<file path="config.mk">
export PLATFORM = sky130hd
export DESIGN_NAME = pclk_slice
export DESIGN_NICKNAME = d
export VERILOG_FILES = /design/src/rtl/pclk_pkg.sv /design/src/rtl/pclk_srcsel.sv /design/src/rtl/pclk_div.sv /design/src/rtl/pclk_regs.sv /design/src/rtl/pclk_slice.sv
export SDC_FILE = /design/constraint.sdc
export NUM_CORES = 1
export LEC_CHECK = 0
export BUFFER_PORTS_ARGS = -buffer_cell sky130_fd_sc_hd__buf_2
export CORE_MARGIN = 2
export CORE_UTILIZATION = 54
export DETAILED_ROUTE_END_ITERATION = 6
export PLACE_DENSITY_LB_ADDON = 0.25
export SETUP_SLACK_MARGIN = 0.4
export SLEW_MARGIN = 20
export SYNTH_ARGS = -nofsm -noshare
export SYNTH_HDL_FRONTEND = slang
export SYNTH_SLANG_ARGS = --single-unit
</file>
<file path="constraint.sdc">
create_clock -name clk -period 5.4 [get_ports clk]
set_input_delay 1.08 -clock clk [delete_from_list [all_inputs] [get_ports clk]]
set_output_delay 1.08 -clock clk [all_outputs]
set_load 0.02 [all_outputs]
</file>
<file path="src/rtl/pclk_pkg.sv">
package pclk_pkg;

    localparam int DIV_W    = 6;
    localparam int SEL_W    = 2;
    localparam int REG_W    = 32;
    localparam int ADDR_W   = 4;
    localparam int SEL_LSB  = 4;
    localparam int DIV0_LSB = 8;
    localparam int DIV1_LSB = 20;
    localparam int NUM_GATE = 2;

    localparam logic [ADDR_W-1:0] CTRL_ADDR = 4'h0;
    localparam logic [ADDR_W-1:0] GATE_ADDR = 4'h8;

    typedef struct packed {
        logic [SEL_W-1:0]    sel;
        logic [DIV_W-1:0]    div0;
        logic [DIV_W-1:0]    div1;
        logic [NUM_GATE-1:0] en;
        logic                dis;
    } cfg_t;

endpackage

</file>
<file path="src/rtl/pclk_srcsel.sv">
module pclk_srcsel #(
    parameter int SEL_W = 2,
    parameter int N_SRC = (2 ** SEL_W) - 1
) (
    input  logic [N_SRC-1:0] src_i,
    input  logic [SEL_W-1:0] sel_i,
    output logic             tick_o
);
    int idx;

    // codes 0 and 1 alias the first source, code k>=1 picks source k-1
    always_comb begin
        idx    = (sel_i == '0) ? 0 : int'(sel_i) - 1;
        tick_o = 1'b0;
        for (int k = 0; k < N_SRC; k++) begin
            if (k == idx) tick_o = src_i[k];
        end
    end
endmodule

</file>
<file path="src/rtl/pclk_div.sv">
module pclk_div #(
    parameter int W = 6
) (
    input  logic         clk,
    input  logic         rst_n,
    input  logic         clr,
    input  logic         in_tick,
    input  logic [W-1:0] div_i,
    output logic         out_tick,
    output logic [W-1:0] cnt_o,
    output logic [W-1:0] lim_o
);
    typedef struct packed {
        logic [W-1:0] cnt;
        logic [W-1:0] lim;
    } st_t;

    st_t          st_d, st_q;
    logic         term;
    logic [W-1:0] lim_n;

    always_comb begin
        lim_n    = (div_i == '0) ? W'(1) : div_i;
        term     = (st_q.cnt == st_q.lim - W'(1));
        out_tick = in_tick && !clr && term;
        st_d     = st_q;
        if (clr) begin
            st_d.cnt = '0;
            st_d.lim = lim_n;
        end else if (in_tick) begin
            if (term) begin
                st_d.cnt = '0;
                st_d.lim = lim_n;   // new ratio is adopted only at terminal count
            end else begin
                st_d.cnt = st_q.cnt + W'(1);
            end
        end
    end

    always_ff @(posedge clk) begin
        if (!rst_n) begin
            st_q.cnt <= '0;
            st_q.lim <= W'(1);
        end else begin
            st_q <= st_d;
        end
    end

    assign cnt_o = st_q.cnt;
    assign lim_o = st_q.lim;
endmodule

</file>
<file path="src/rtl/pclk_regs.sv">
module pclk_regs
    import pclk_pkg::*;
#(
    parameter bit DUAL = 1'b1
) (
    input  logic                clk,
    input  logic                rst_n,
    input  logic                wr_en_i,
    input  logic [ADDR_W-1:0]   addr_i,
    input  logic [REG_W-1:0]    wdata_i,
    output logic [REG_W-1:0]    rdata_o,
    output logic [SEL_W-1:0]    sel_o,
    output logic [DIV_W-1:0]    div0_o,
    output logic [DIV_W-1:0]    div1_o,
    output logic [NUM_GATE-1:0] gate_open_o
);
    cfg_t cfg_d, cfg_q;

    always_comb begin
        cfg_d = cfg_q;
        if (wr_en_i) begin
            if (addr_i == CTRL_ADDR) begin
                cfg_d.sel  = wdata_i[SEL_LSB +: SEL_W];
                cfg_d.div0 = wdata_i[DIV0_LSB +: DIV_W];
                if (DUAL) cfg_d.div1 = wdata_i[DIV1_LSB +: DIV_W];
                else      cfg_d.en   = wdata_i[NUM_GATE-1:0];
            end else if (addr_i == GATE_ADDR && DUAL) begin
                cfg_d.dis = wdata_i[0];
            end
        end
    end

    always_comb begin
        rdata_o = '0;
        if (addr_i == CTRL_ADDR) begin
            rdata_o[SEL_LSB +: SEL_W]  = cfg_q.sel;
            rdata_o[DIV0_LSB +: DIV_W] = cfg_q.div0;
            if (DUAL) rdata_o[DIV1_LSB +: DIV_W] = cfg_q.div1;
            else      rdata_o[NUM_GATE-1:0]      = cfg_q.en;
        end else if (addr_i == GATE_ADDR && DUAL) begin
            rdata_o[0] = cfg_q.dis;
        end
    end

    always_ff @(posedge clk) begin
        if (!rst_n) begin
            cfg_q.sel  <= '0;
            cfg_q.div0 <= DIV_W'(1);
            cfg_q.div1 <= DIV_W'(1);
            cfg_q.en   <= '1;
            cfg_q.dis  <= 1'b0;
        end else begin
            cfg_q <= cfg_d;
        end
    end

    assign sel_o       = cfg_q.sel;
    assign div0_o      = cfg_q.div0;
    assign div1_o      = DUAL ? cfg_q.div1 : DIV_W'(1);
    assign gate_open_o = DUAL ? {1'b0, !cfg_q.dis} : cfg_q.en;
endmodule

</file>
<file path="src/rtl/pclk_slice.sv">
module pclk_slice
    import pclk_pkg::*;
#(
    parameter bit DUAL    = 1'b1,
    parameter int SEL_BIT = SEL_W
) (
    input  logic                     clk,
    input  logic                     rst_n,
    input  logic [(2**SEL_BIT)-2:0]  src_tick_i,
    input  logic                     wr_en_i,
    input  logic [ADDR_W-1:0]        addr_i,
    input  logic [REG_W-1:0]         wdata_i,
    output logic [REG_W-1:0]         rdata_o,
    output logic [NUM_GATE-1:0]      tick_o
);
    localparam int N_SRC = (2 ** SEL_BIT) - 1;

    typedef struct packed {
        logic [NUM_GATE-1:0] tick;
    } top_st_t;

    logic [SEL_W-1:0]    sel;
    logic [DIV_W-1:0]    div0, div1;
    logic [NUM_GATE-1:0] gate_open;
    logic                clr, sel_tick, s0_out, s1_out;
    logic [DIV_W-1:0]    s0_cnt, s0_lim, s1_cnt, s1_lim;
    top_st_t             st_d, st_q;

    pclk_regs #(.DUAL(DUAL)) u_regs (
        .clk(clk), .rst_n(rst_n), .wr_en_i(wr_en_i), .addr_i(addr_i),
        .wdata_i(wdata_i), .rdata_o(rdata_o), .sel_o(sel), .div0_o(div0),
        .div1_o(div1), .gate_open_o(gate_open)
    );

    pclk_srcsel #(.SEL_W(SEL_W), .N_SRC(N_SRC)) u_sel (
        .src_i(src_tick_i), .sel_i(sel), .tick_o(sel_tick)
    );

    assign clr = ~|gate_open;

    pclk_div #(.W(DIV_W)) u_div0 (
        .clk(clk), .rst_n(rst_n), .clr(clr), .in_tick(sel_tick), .div_i(div0),
        .out_tick(s0_out), .cnt_o(s0_cnt), .lim_o(s0_lim)
    );

    generate
        if (DUAL) begin : g_cascade
            pclk_div #(.W(DIV_W)) u_div1 (
                .clk(clk), .rst_n(rst_n), .clr(clr), .in_tick(s0_out), .div_i(div1),
                .out_tick(s1_out), .cnt_o(s1_cnt), .lim_o(s1_lim)
            );
        end else begin : g_single
            assign s1_out = s0_out;
            assign s1_cnt = '0;
            assign s1_lim = DIV_W'(1);
        end
    endgenerate

    always_comb begin
        st_d      = st_q;
        st_d.tick = {NUM_GATE{s1_out}} & gate_open;
    end

    always_ff @(posedge clk) begin
        if (!rst_n) st_q <= '0;
        else        st_q <= st_d;
    end

    assign tick_o = st_q.tick;
endmodule

</file>
======== Word level (Yosys, flattened, before mapping) ========
Cells that the tools add are included.
word-level totals
  output and inout bits ................... 34
  logic and storage cells ................. 60
  flip-flop bits (word level) ............. 41
  input bits .............................. 42
cells by class
  equal/unequal tests ..................... 5
  reduce and logical (&&, ||, !) cells .... 19
  mux-type cells .......................... 19
  bitwise operators ....................... 3
  $add $sub $neg .......................... 5
operators by type and width
  cell                                                                count
  6-bit two-way mux                                                   12
  2-bit by 32-bit == test with 1-bit output, first input constant     1
  3-bit by 32-bit == test with 1-bit output, first input constant     1
  32-bit logical NOT                                                  1
  32-bit two-way mux                                                  1
  6-bit by 1-bit adder with 6-bit output, second input constant       2
  6-bit == test                                                       2
  6-bit logical NOT                                                   2
  6-bit by 1-bit subtractor with 6-bit output, second input constant  2
  2-bit nonzero test                                                  4
  2-bit AND reduction                                                 3
  1-bit two-way mux                                                   5
  4-bit == test, second input constant                                1
  1-bit logical AND                                                   4
  4-bit logical NOT                                                   1
  3-bit AND reduction                                                 1
  2-bit by 1-bit subtractor with 3-bit output, second input constant  1
  2-bit by 1-bit bitwise AND with 2-bit output                        1
  2-bit logical NOT                                                   1
  2-bit two-way mux                                                   1
  1-bit NOT                                                           2
  2-bit OR reduction                                                  1
  1-bit logical NOT                                                   1

======== Depth between registers and ports, before layout ========
Gate-level depths: netlist of run 1.
  word-level depth ........................ 11
  mapped depth ............................ 9
  depth with buffers taken out ............ 8

======== Modules after synthesis ========
A second synthesis of run 1 with hierarchy kept.
unflattened totals
  cell total of the unflattened synthesis .. 327
  area, all modules ....................... 2688.8 µm²
by module, submodules not included
  module                       seq. area each (µm²)  times used  area each (µm²)  cells each
  pclk_regs                    300.3                 1           1006.0           121
  pclk_div (g_cascade.u_div1)  240.2                 1           865.8            106
  pclk_div (u_div0)            240.2                 1           742.0            92
  pclk_slice                   40.0                  1           56.3             5
  pclk_srcsel                  0.0                   1           18.8             3

======== Worst setup path before layout of run 1 ========
No wires, ideal clock.
  path kind ............................... input to output
  start ................................... input port addr_i[1]
  end ..................................... output port rdata_o[10]
  data arrival time ....................... 2.109 ns
  cell stages on the path ................. 3
  required time ........................... 4.320 ns
  slack ................................... 2.211 ns
  path through ............................ nor4_1 > clkbuf_1 > and2_1
between the ends
  word-level cells in the longest chain between the ends .. 2
ends and longest elaborated chain
  element            line              source
  start, declared    pclk_slice.sv:11  input logic [ADDR_W-1:0] addr_i,
  4-bit logical NOT  pclk_regs.sv:35   if (addr_i == CTRL_ADDR) begin
  6-bit two-way mux  pclk_regs.sv:35
  end, declared      pclk_slice.sv:13  output logic [REG_W-1:0] rdata_o,
Every way passes these cells.

======== Worst setup path after layout of run 1 ========
  start ................................... input port addr_i[1]
  end ..................................... output port rdata_o[9]
The elaborated chain is that of the path after synthesis.

==> results of run 1 <==
-- worst max-delay path: cells and delay by family --
kind / cells / cell delay [ns]
AND/OR/NAND/NOR: 2 / 0.41
buffers and inverters: 3 / 0.49
-- layout make-up --
cell class	instances	area share, %
sequential	40	32.4
timing repair buffer	41	8.41
inverter	7	1.06
clock inverter	1	0.203
clock buffer	6	2.94
multi-input combinational	218	52.4
tap	50	2.53
-- where the power goes --
group          switching, mW  internal [mW]
combinational         0.0416         0.0213
sequential           0.00393          0.299
clock                  0.103         0.0879
-- cells in the mapped netlist, types with 2 or more instances --
cell | instances | area, um2
nor2_1 | 17 | 63.8
inv_1 | 6 | 22.5
o21ai_0 | 7 | 35.0
nand3_1 | 12 | 60.1
and3_1 | 2 | 12.5
mux2i_1 | 9 | 90.1
nand4_1 | 2 | 12.5
a21oi_1 | 23 | 115
nand2_1 | 53 | 199
a2bb2oi_1 | 3 | 26.3
and2_1 | 16 | 100
and4_1 | 2 | 17.5
nor3_1 | 6 | 30.0
buf_4 | 19 | 143
clkbuf_1 | 8 | 30.0
nor3b_1 | 2 | 15.0
dfxtp_1 | 40 | 801
ha_1 | 4 | 50.1
xor2_1 | 7 | 61.3
or4_1 | 3 | 22.5
xnor2_1 | 12 | 105
-- sequential cells by signal (all words and copies together), names as in the netlist --
| signal | cells |
|---|---|
| u_div0.cnt_o | 6 |
| u_regs.div0_o | 6 |
| u_div0.lim_o | 6 |
| u_regs.sel_o | 2 |
| u_regs.cfg_q | 1 |
| g_cascade.u_div1.cnt_o | 6 |
| u_regs.div1_o | 6 |
| g_cascade.u_div1.lim_o | 6 |
| tick_o | 1 |
-- kinds of logic (layout without fill, tap and decap cells) --
logic type      count (synthesis)  count (layout)
compound gates                 42              42
xor+xnor                       19              19
fa+ha+maj                       4               4
buf+inv                        36              55
flops                          40              40
mux                            10              10
other cells                     1              18
simple gates                  125             125
-- worst paths after layout --
| path | from | endpoint | slack [ns] |
|---|---|---|---|
| max | addr_i[1] | rdata_o[9] | 2.33 |
| min | u_regs.div0_o[1]$_SDFFE_PN0P_ | u_regs.div0_o[1]$_SDFFE_PN0P_ | 0.49 |
| max reg2reg | g_cascade.u_div1.lim_o[0]$_SDFFE_PN1P_ | g_cascade.u_div1.lim_o[0]$_SDFFE_PN1P_ | 2.90 |
| min reg2reg | u_regs.div0_o[1]$_SDFFE_PN0P_ | u_regs.div0_o[1]$_SDFFE_PN0P_ | 0.49 |
-- placed cells by master (no fill, tap or decap), types with 3 or more instances in the layout --
| cell type | n |
|---|---|
| nand2_1 | 53 |
| or4_1 | 3 |
| nand3_1 | 12 |
| a21oi_1 | 23 |
| ha_1 | 4 |
| o21ai_0 | 7 |
| and2_1 | 16 |
| mux2i_1 | 9 |
| dfxtp_1 | 40 |
| buf_2 | 40 |
| conb_1 | 18 |
| nor3_1 | 6 |
| xor2_1 | 7 |
| nor2_1 | 17 |
| clkbuf_8 | 5 |
| inv_1 | 6 |
| xnor2_1 | 12 |
| a2bb2oi_1 | 3 |
-- metrics by stage --
step / util, % / cell area, um2 / std cells / worst slack [ns]
detailed placement: 59.8 / 2390 / 356 / 2.34
finish: 61.7 / 2470 / 363 / 2.33
floorplan: - / 2310 / 294 / 2.21
CTS: 61.7 / 2470 / 363 / 2.33
global route: 61.7 / 2470 / 363 / 2.23
global placement: 59.8 / 2390 / 356 / 2.33
-- metal layers --
metal	up-vias	track usage [%]	part of all wire (%)
met5	-	0	0
met2	52	31.6	45
met4	0	9.25	1.7
met1	830	25.9	48
li1	968	-	-
met3	8	5.03	5.2
==> impl_metrics.toml, run 1 <==
[timing]
final-hold-violation-count = 0
final.period_utilization_pct = 56.8
finalWorstPathRequiredPeriod_ns = 3.07
clock.fmax_ghz = 0.326
drv_slew = 0
final.setup.tns_ns = 0
worstMarginPinSlew_ns = 0.842
worst_hold_slack_ns = 0.486
timing.slew.headroom_pct = 43.9
clock-skew-final_ns = 0.00517
finalSetupViolCount = 0
grt_setup_unrepaired = "false"

[worst_setup_path]
critPathSlowestCell = "nor4_1"
path_class = "input port to primary output"
cp_common_cell = "buf_2"
worst_setup_path_end_kind = "primary output"
critical_path_arrival_ns = 1.99
critPathMaxStageDelay_ns = 0.26
critical_path_peak_fanout = 16
timing.critical_path.from_type = "input port"
worst_endpoint_required_time_ns = 4.32
path_cells = "buf_2 -> nor4_1 -> buf_4 -> and2_1 -> buf_2"
cell_depth_of_the_worst_flop_to_flop_path = 8

[logic_synthesis]
synth.ff_latch_count = 40
synthesis.yosys.warnings = 0
compound_gate_fraction_of_synth_area_pct = 12.3
post_synth_and_or_nand_nor_area_fraction_pct = 28.1
largest_family_of_logic_cells_by_synthesized_area = "simple AND/OR/NAND/NOR gates"
ys_async_sr_fraction_pct = 0
proportion_of_synthesized_area_in_mux_cells_pct = 4.51
syn_inst = 277
ys.flop_type = "dfxtp_1"
synth_seq_area_share_pct = 35.7
synth.cell_area_um2 = 2250
synth-edff-count = 0
yosys.area_share.adder_pct = 2.23
synth_area_per_cell_um2 = 8.11
yosysUniqueCellTypes = 45
synth_xor_area_share_pct = 7.41

[run]
max-cap-violations = 0

[clocking]
clock-root-buffer = "clkbuf_8"
tritoncts_buffers = 5
cts_resized = 0
cts_hold_repair.buffers = 0
cts_setup_buffers = 0
cts_sinks = 40
cts_buffer_depth = 2
path_clk_slew_ns = 0.08
cts_max_level = 2
insertion_delay_of_the_later_clocked_pin_in_the_worst_skew_pair_ns = 0.30
cts_tree = "built"

[min_path]
hold_class = "flip-flop to flip-flop"
min_delay_path_depth = 2

[drt]
num_vias = 1858
drt_iter0_markers = 83
route.antenna.remaining_nets = 0
drc = 0
firstDrtPassIters = 4
routedWlPerCell_um = 11.7
drt_wl_total_mm = 4.24
viasPerCell = 5.12

[global_routing]
grt_overflow_total = 0
total_global_route_track_usage_pct = 20.1
number_of_antenna_violations_at_the_first_check_in_global_routing = 0
grt_first_pass_wirelength_mm = 7.08
largest_net_degree_at_the_start_of_global_routing = 20
first_global_vias = 1614

[cells_and_area]
final_layout_size_suffix_gt1_share_pct = 18.5
final.fill_count = 356
flow.area_growth_from_synthesis_pct = 9.92
ff_latch_area_um2 = 801
num-nets-final = 359
multiInputGateArea_um2 = 1290
antenna_cells = 0

[die]
core-area_um2 = 4000
std_cell_rows = 23
die-area_um2 = 4690
die_h_um = 68.5
die-width_um = 68.5
io-pin-count = 76
start_util_pct = 56.1

[power_and_ir_drop]
vdd_ir_max_mv = 0.160
p_leak_nw = 1.01
powerDensity_nw_per_um2 = 225
design_power_mw = 0.556

[place]
placement.io_buffers = 40
dp_hpwl_mm = 3.08
gp_congestion = 0.843

[status]
outcome = "completed"
(Power assumes the default switching activity.)
==> inputs of run 2 (changes only) <==
--- a/config.mk
+++ b/config.mk
@@ -7,7 +7,7 @@
 export LEC_CHECK = 0
 export BUFFER_PORTS_ARGS = -buffer_cell sky130_fd_sc_hd__buf_2
 export CORE_MARGIN = 2
-export CORE_UTILIZATION = 54
+export CORE_UTILIZATION = 45
 export DETAILED_ROUTE_END_ITERATION = 6
 export PLACE_DENSITY_LB_ADDON = 0.25
 export SETUP_SLACK_MARGIN = 0.4
==> constraint.sdc (replaced) <==
create_clock -name clk -period 2.6 [get_ports clk]
set_input_delay 0.52 -clock clk [delete_from_list [all_inputs] [get_ports clk]]
set_output_delay 0.52 -clock clk [all_outputs]
set_load 0.02 [all_outputs]
==> run 2 against run 1 <==
Against the previous run: power grew to 2.5 times the previous value; critical path type is now flip-flop to flip-flop; utilization shrank 2.8 points; worst setup slack lost 1.8 ns.
==> impl_metrics.toml, run 2 (synthesis gave the netlist of run 1 again) <==
[timing]
grt_setup_unrepaired = "false"
drv_slew = 0
final.period_utilization_pct = 80.4
finalWorstPathRequiredPeriod_ns = 2.09
clock.fmax_ghz = 0.478
timing.slew.headroom_pct = 56.4
clock-skew-final_ns = 0.00321
finalSetupViolCount = 0
final-hold-violation-count = 0
worstMarginPinSlew_ns = 0.654
final.setup.tns_ns = 0

[run]
max-cap-violations = 0

[global_routing]
number_of_antenna_violations_at_the_first_check_in_global_routing = 0
grt_overflow_total = 0
total_global_route_track_usage_pct = 18.2
grt_first_pass_wirelength_mm = 7.98
first_global_vias = 1810
largest_net_degree_at_the_start_of_global_routing = 19

[cells_and_area]
flow.area_growth_from_synthesis_pct = 24.8
antenna_cells = 0
mostFrequentLayoutCell = "nand2_1"
final_core_density_pct = 58.9
num-nets-final = 377
final.fill_count = 449
mostFrequentLayoutCells = "53 x nand2_1, 40 x buf_2, 35 x dfxtp_1"
final_layout_size_suffix_gt1_share_pct = 29.0

[power_and_ir_drop]
p_leak_nw = 1.14
vdd_ir_max_mv = 0.294
powerDensity_nw_per_um2 = 504

[die]
std_cell_rows = 25
die-width_um = 74.6
io-pin-count = 76
die_h_um = 74.6
die-area_um2 = 5570
core-area_um2 = 4750
start_util_pct = 47.2

[worst_setup_path]
worst_setup_path_end_kind = "flip-flop"
critical_path_peak_fanout = 8
worst_endpoint_required_time_ns = 2.82
timing.critical_path.from_type = "flip-flop"
path_class = "flip-flop to flip-flop"
critical_path_arrival_ns = 2.31

[clocking]
cts_tree = "built"
cts_buffer_depth = 2
cts_hold_repair.buffers = 0
path_clk_slew_ns = 0.08
cts_sinks = 40
insertion_delay_of_the_later_clocked_pin_in_the_worst_skew_pair_ns = 0.29
tritoncts_buffers = 5
clock-root-buffer = "clkbuf_8"
cts_max_level = 2

[drt]
drt_iter0_markers = 39
num_vias = 1952
drt_wl_total_mm = 4.86
firstDrtPassIters = 4
viasPerCell = 4.90
routedWlPerCell_um = 12.2
route.antenna.remaining_nets = 0
drc = 0

[place]
dp_hpwl_mm = 3.23
gp_congestion = 0.807
placement.io_buffers = 40

[min_path]
hold_class = "input port to flip-flop"

[status]
outcome = "completed"
-- run 2: report_power, final --
part | internal, mW | switching [mW] | total, mW
sequential | 0.618 | 0.00824 | 0.626
combinational | 0.0830 | 0.103 | 0.186
clock | 0.378 | 0.223 | 0.601
total | 1.08 | 0.334 | 1.41
-- run 2: metal layers --
layer / global-route usage (%) / up-vias / wire length [um]
li1: - / 1009 / -
met1: 23.6 / 884 / 2260
met2: 29.5 / 55 / 2290
met3: 3.88 / 4 / 258
met4: 7.94 / 0 / 48
met5: 0 / - / 0
-- run 2: area by class of cell --
type / count / area [um2] / share of cell area (%)
clock inverter: 2 / 60.1 / 2.14
multi-input combinational: 219 / 1410 / 50.3
tap: 67 / 83.8 / 2.99
clock buffer: 5 / 68.8 / 2.46
sequential: 40 / 812 / 29.0
inverter: 7 / 26.3 / 0.937
timing repair buffer: 58 / 343 / 12.2
-- run 2: repair_timing --
item	4_1_cts	5_1_grt
setup buffers	7	7
cloned	1	0
resized for setup	2	26
endpoints found under the setup margin	5	25
pin swaps	4	10
-- run 2: metrics by stage --
stage          cells  hold WS, ns  area [um2]  total power [mW]  setup slack [ns]
2_1_floorplan    294        0.450        2310             0.763             0.531
6_report         398        0.433        2800              1.41             0.509
5_1_grt          398        0.447        2800              1.46             0.388
3_3_place_gp     376        0.465        2430             0.779             0.381
3_5_place_dp     376        0.474        2430             0.781             0.314
4_1_cts          391        0.426        2640              1.40             0.381
-- run 2: critical path: stages, from the launching register on --
cell and delay (ns):
dfxtp_4 0.35, inv_1 0.08, ha_4 0.15, xor2_2 0.22
nand3_1 0.16, o31ai_4 0.12, nand4_4 0.20, or4b_1 0.54
a31oi_1 0.18
-- run 2: worst paths after layout --
| path | from | endpoint | slack (ns) | depth (start not counted) |
|---|---|---|---|---|
| min reg2reg | u_regs.div1_o[0]$_SDFFE_PN1P_ | u_regs.div1_o[0]$_SDFFE_PN1P_ | 0.48 | 2 |
| max | u_div0.lim_o[0]$_SDFFE_PN1P_ | g_cascade.u_div1.cnt_o[2]$_SDFFE_PP0P_ | 0.51 | 8 |
| max reg2reg | u_div0.lim_o[0]$_SDFFE_PN1P_ | g_cascade.u_div1.cnt_o[2]$_SDFFE_PP0P_ | 0.51 | 8 |
| min | wdata_i[8] | u_regs.div0_o[0]$_SDFFE_PN1P_ | 0.43 | 3 |
==> inputs of run 3 (changes only) <==
--- a/config.mk
+++ b/config.mk
@@ -7,7 +7,7 @@
 export LEC_CHECK = 0
 export BUFFER_PORTS_ARGS = -buffer_cell sky130_fd_sc_hd__buf_2
 export CORE_MARGIN = 2
-export CORE_UTILIZATION = 45
+export CORE_UTILIZATION = 50
 export DETAILED_ROUTE_END_ITERATION = 6
 export PLACE_DENSITY_LB_ADDON = 0.25
 export SETUP_SLACK_MARGIN = 0.4
==> constraint.sdc (replaced) <==
create_clock -name clk -period 2.14 [get_ports clk]
set_input_delay 0.428 -clock clk [delete_from_list [all_inputs] [get_ports clk]]
set_output_delay 0.428 -clock clk [all_outputs]
set_load 0.02 [all_outputs]
==> run 3 against run 2 <==
Against the previous run: register-to-register slack lost 0.30 ns; clock power shrank 17%; sequential cell count is the same; global-route usage grew 1.9 points; sequential share of layout area shrank 2.1 points; critical path depth grew 1; combinational power grew 35%; first-iteration DRC count grew 7.7%; final cell count shrank 2.0%; clock skew grew 0.0052 ns; critical path type unchanged; critical endpoint unchanged.
==> impl_metrics.toml, run 3 (synthesis gave the netlist of run 1 again) <==
[place]
pre_cts_slack_ns = 0.0198
dp_hpwl_mm = 3.44
detailed_place.area_um2 = 2540
placement.io_buffers = 40
gp_congestion = 0.822

[status]
outcome = "completed"

[cells_and_area]
mostFrequentLayoutCells = "51 x nand2_1, 33 x dfxtp_1, 24 x buf_2"
final_layout_size_suffix_gt1_share_pct = 38.8
stdcell_area_um2 = 3030
num-nets-final = 383
flow.area_growth_from_synthesis_pct = 34.9
mostFrequentLayoutCell = "nand2_1"
antenna_cells = 0

[power_and_ir_drop]
switchingPower_mw = 0.417
combinationalPowerShare_pct = 16.6
share_seq_of_total_power_pct = 50.4
powerDensity_nw_per_um2 = 499
p_leak_nw = 1.21
share_clk_of_total_power_pct = 33.0
vdd_ir_max_mv = 0.418
internal-power_mw = 1.09
switching_share_pct = 27.6

[worst_setup_path]
timing.critical_path.from_type = "flip-flop"
path_class = "flip-flop to flip-flop"
worst_setup_path_end_kind = "flip-flop"
critical_path_arrival_ns = 2.15
worst_endpoint_required_time_ns = 2.36
critical_path_peak_fanout = 11

[clocking]
cts_buffer_depth = 2
tritoncts_buffers = 5
insertion_delay_of_the_later_clocked_pin_in_the_worst_skew_pair_ns = 0.30
clock-root-buffer = "clkbuf_8"
cts_max_level = 2
cts_tree = "built"
path_clk_slew_ns = 0.08
cts_sinks = 40

[die]
die_h_um = 71.0
die-area_um2 = 5040
core-area_um2 = 4350
start_util_pct = 51.6
die-width_um = 71.0
std_cell_rows = 24
io-pin-count = 76

[timing]
final-hold-violation-count = 0
finalWorstPathRequiredPeriod_ns = 1.93
clock.fmax_ghz = 0.518
finalSetupViolCount = 0
drv_slew = 0
grt_setup_unrepaired = "true"
final.setup.tns_ns = 0
timing.slew.headroom_pct = 66.1
worstMarginPinSlew_ns = 0.505
final.period_utilization_pct = 90.2
clock-skew-final_ns = 0.00845
setup_ws_post_layout_ns = 0.209

[global_routing]
first_global_vias = 1842
number_of_antenna_violations_at_the_first_check_in_global_routing = 0
total_global_route_track_usage_pct = 20.1
grt_first_pass_wirelength_mm = 8.22
grt_overflow_total = 0
largest_net_degree_at_the_start_of_global_routing = 19

[drt]
routedWlPerCell_um = 13.6
drc = 0
firstDrtPassIters = 5
viasPerCell = 5.22
route.antenna.remaining_nets = 0
drt_wl_total_mm = 5.31
num_vias = 2037
drt_iter0_markers = 42

[run]
max-cap-violations = 0

[min_path]
hold_class = "input port to flip-flop"
## run 3: worst paths after layout
| path | from | endpoint | slack (ns) | depth (start not counted) |
|---|---|---|---|---|
| worst max-delay path | g_cascade.u_div1.lim_o[0]$_SDFFE_PN1P_ | g_cascade.u_div1.cnt_o[2]$_SDFFE_PP0P_ | 0.21 | 9 |
| worst min-delay path | wdata_i[20] | u_regs.div1_o[0]$_SDFFE_PN1P_ | 0.34 | 3 |
| worst max register to register | g_cascade.u_div1.lim_o[0]$_SDFFE_PN1P_ | g_cascade.u_div1.cnt_o[2]$_SDFFE_PP0P_ | 0.21 | 9 |
| worst min register to register | u_div0.lim_o[5]$_SDFFE_PN0P_ | u_div0.lim_o[5]$_SDFFE_PN0P_ | 0.48 | 2 |
## run 3: area by class of cell
| cell class | count | area [um2] |
|---|---|---|
| multi-input cells | 219 | 1520 |
| fillers | 329 | 1320 |
| flip-flops and latches | 40 | 815 |
| repair buffers | 64 | 515 |
| clock buffers | 5 | 68.8 |
| well taps | 52 | 65.1 |
| inverters | 7 | 31.3 |
| clock inverters | 3 | 18.8 |
## run 3: per-stage QoR
step	utilization, %	total power, mW	instances	hold slack (ns)
floorplan	-	0.930	294	0.449
global placement	58.3	0.959	367	0.468
detailed placement	58.3	0.961	367	0.475
CTS	64.6	1.49	385	0.337
global route	69.6	1.56	390	0.368
finish	69.6	1.51	390	0.337
## run 3: repair_timing
item                       4_1_cts  5_1_grt
setup endpoints to repair       32       39
gates resized for setup         27       59
pin swaps                       13        7
hold buffers                     0        0
cloned                           1        1
buffers inserted                 9        4
## run 3: power groups by stage
stage          clock [mW]  sequential [mW]  combinational (mW)
2_1_floorplan           0            0.779               0.151
3_3_place_gp            0            0.779               0.180
3_5_place_dp            0            0.780               0.181
4_1_cts             0.505            0.762               0.227
5_1_grt             0.531            0.764               0.270
6_report            0.498            0.762               0.251
## run 3: per-layer routing
metal	vias to the layer above	global-route usage (%)	wire length (um)	share of wire [%]
li1	1022	-	-	-
met1	944	26.0	2290	43
met2	59	33.3	2670	50
met3	12	4.13	251	4.7
met4	0	7.55	89	1.7
met5	-	0	0	0
## run 3: critical path, cell delays in order, from the launching register on
cell      delay (ns)
dfxtp_4         0.39
inv_4           0.04
ha_4            0.16
nand2_2         0.07
nor2_1          0.05
o31ai_2         0.22
a221oi_2        0.12
buf_4           0.19
or4b_1          0.51
a31oi_1         0.13
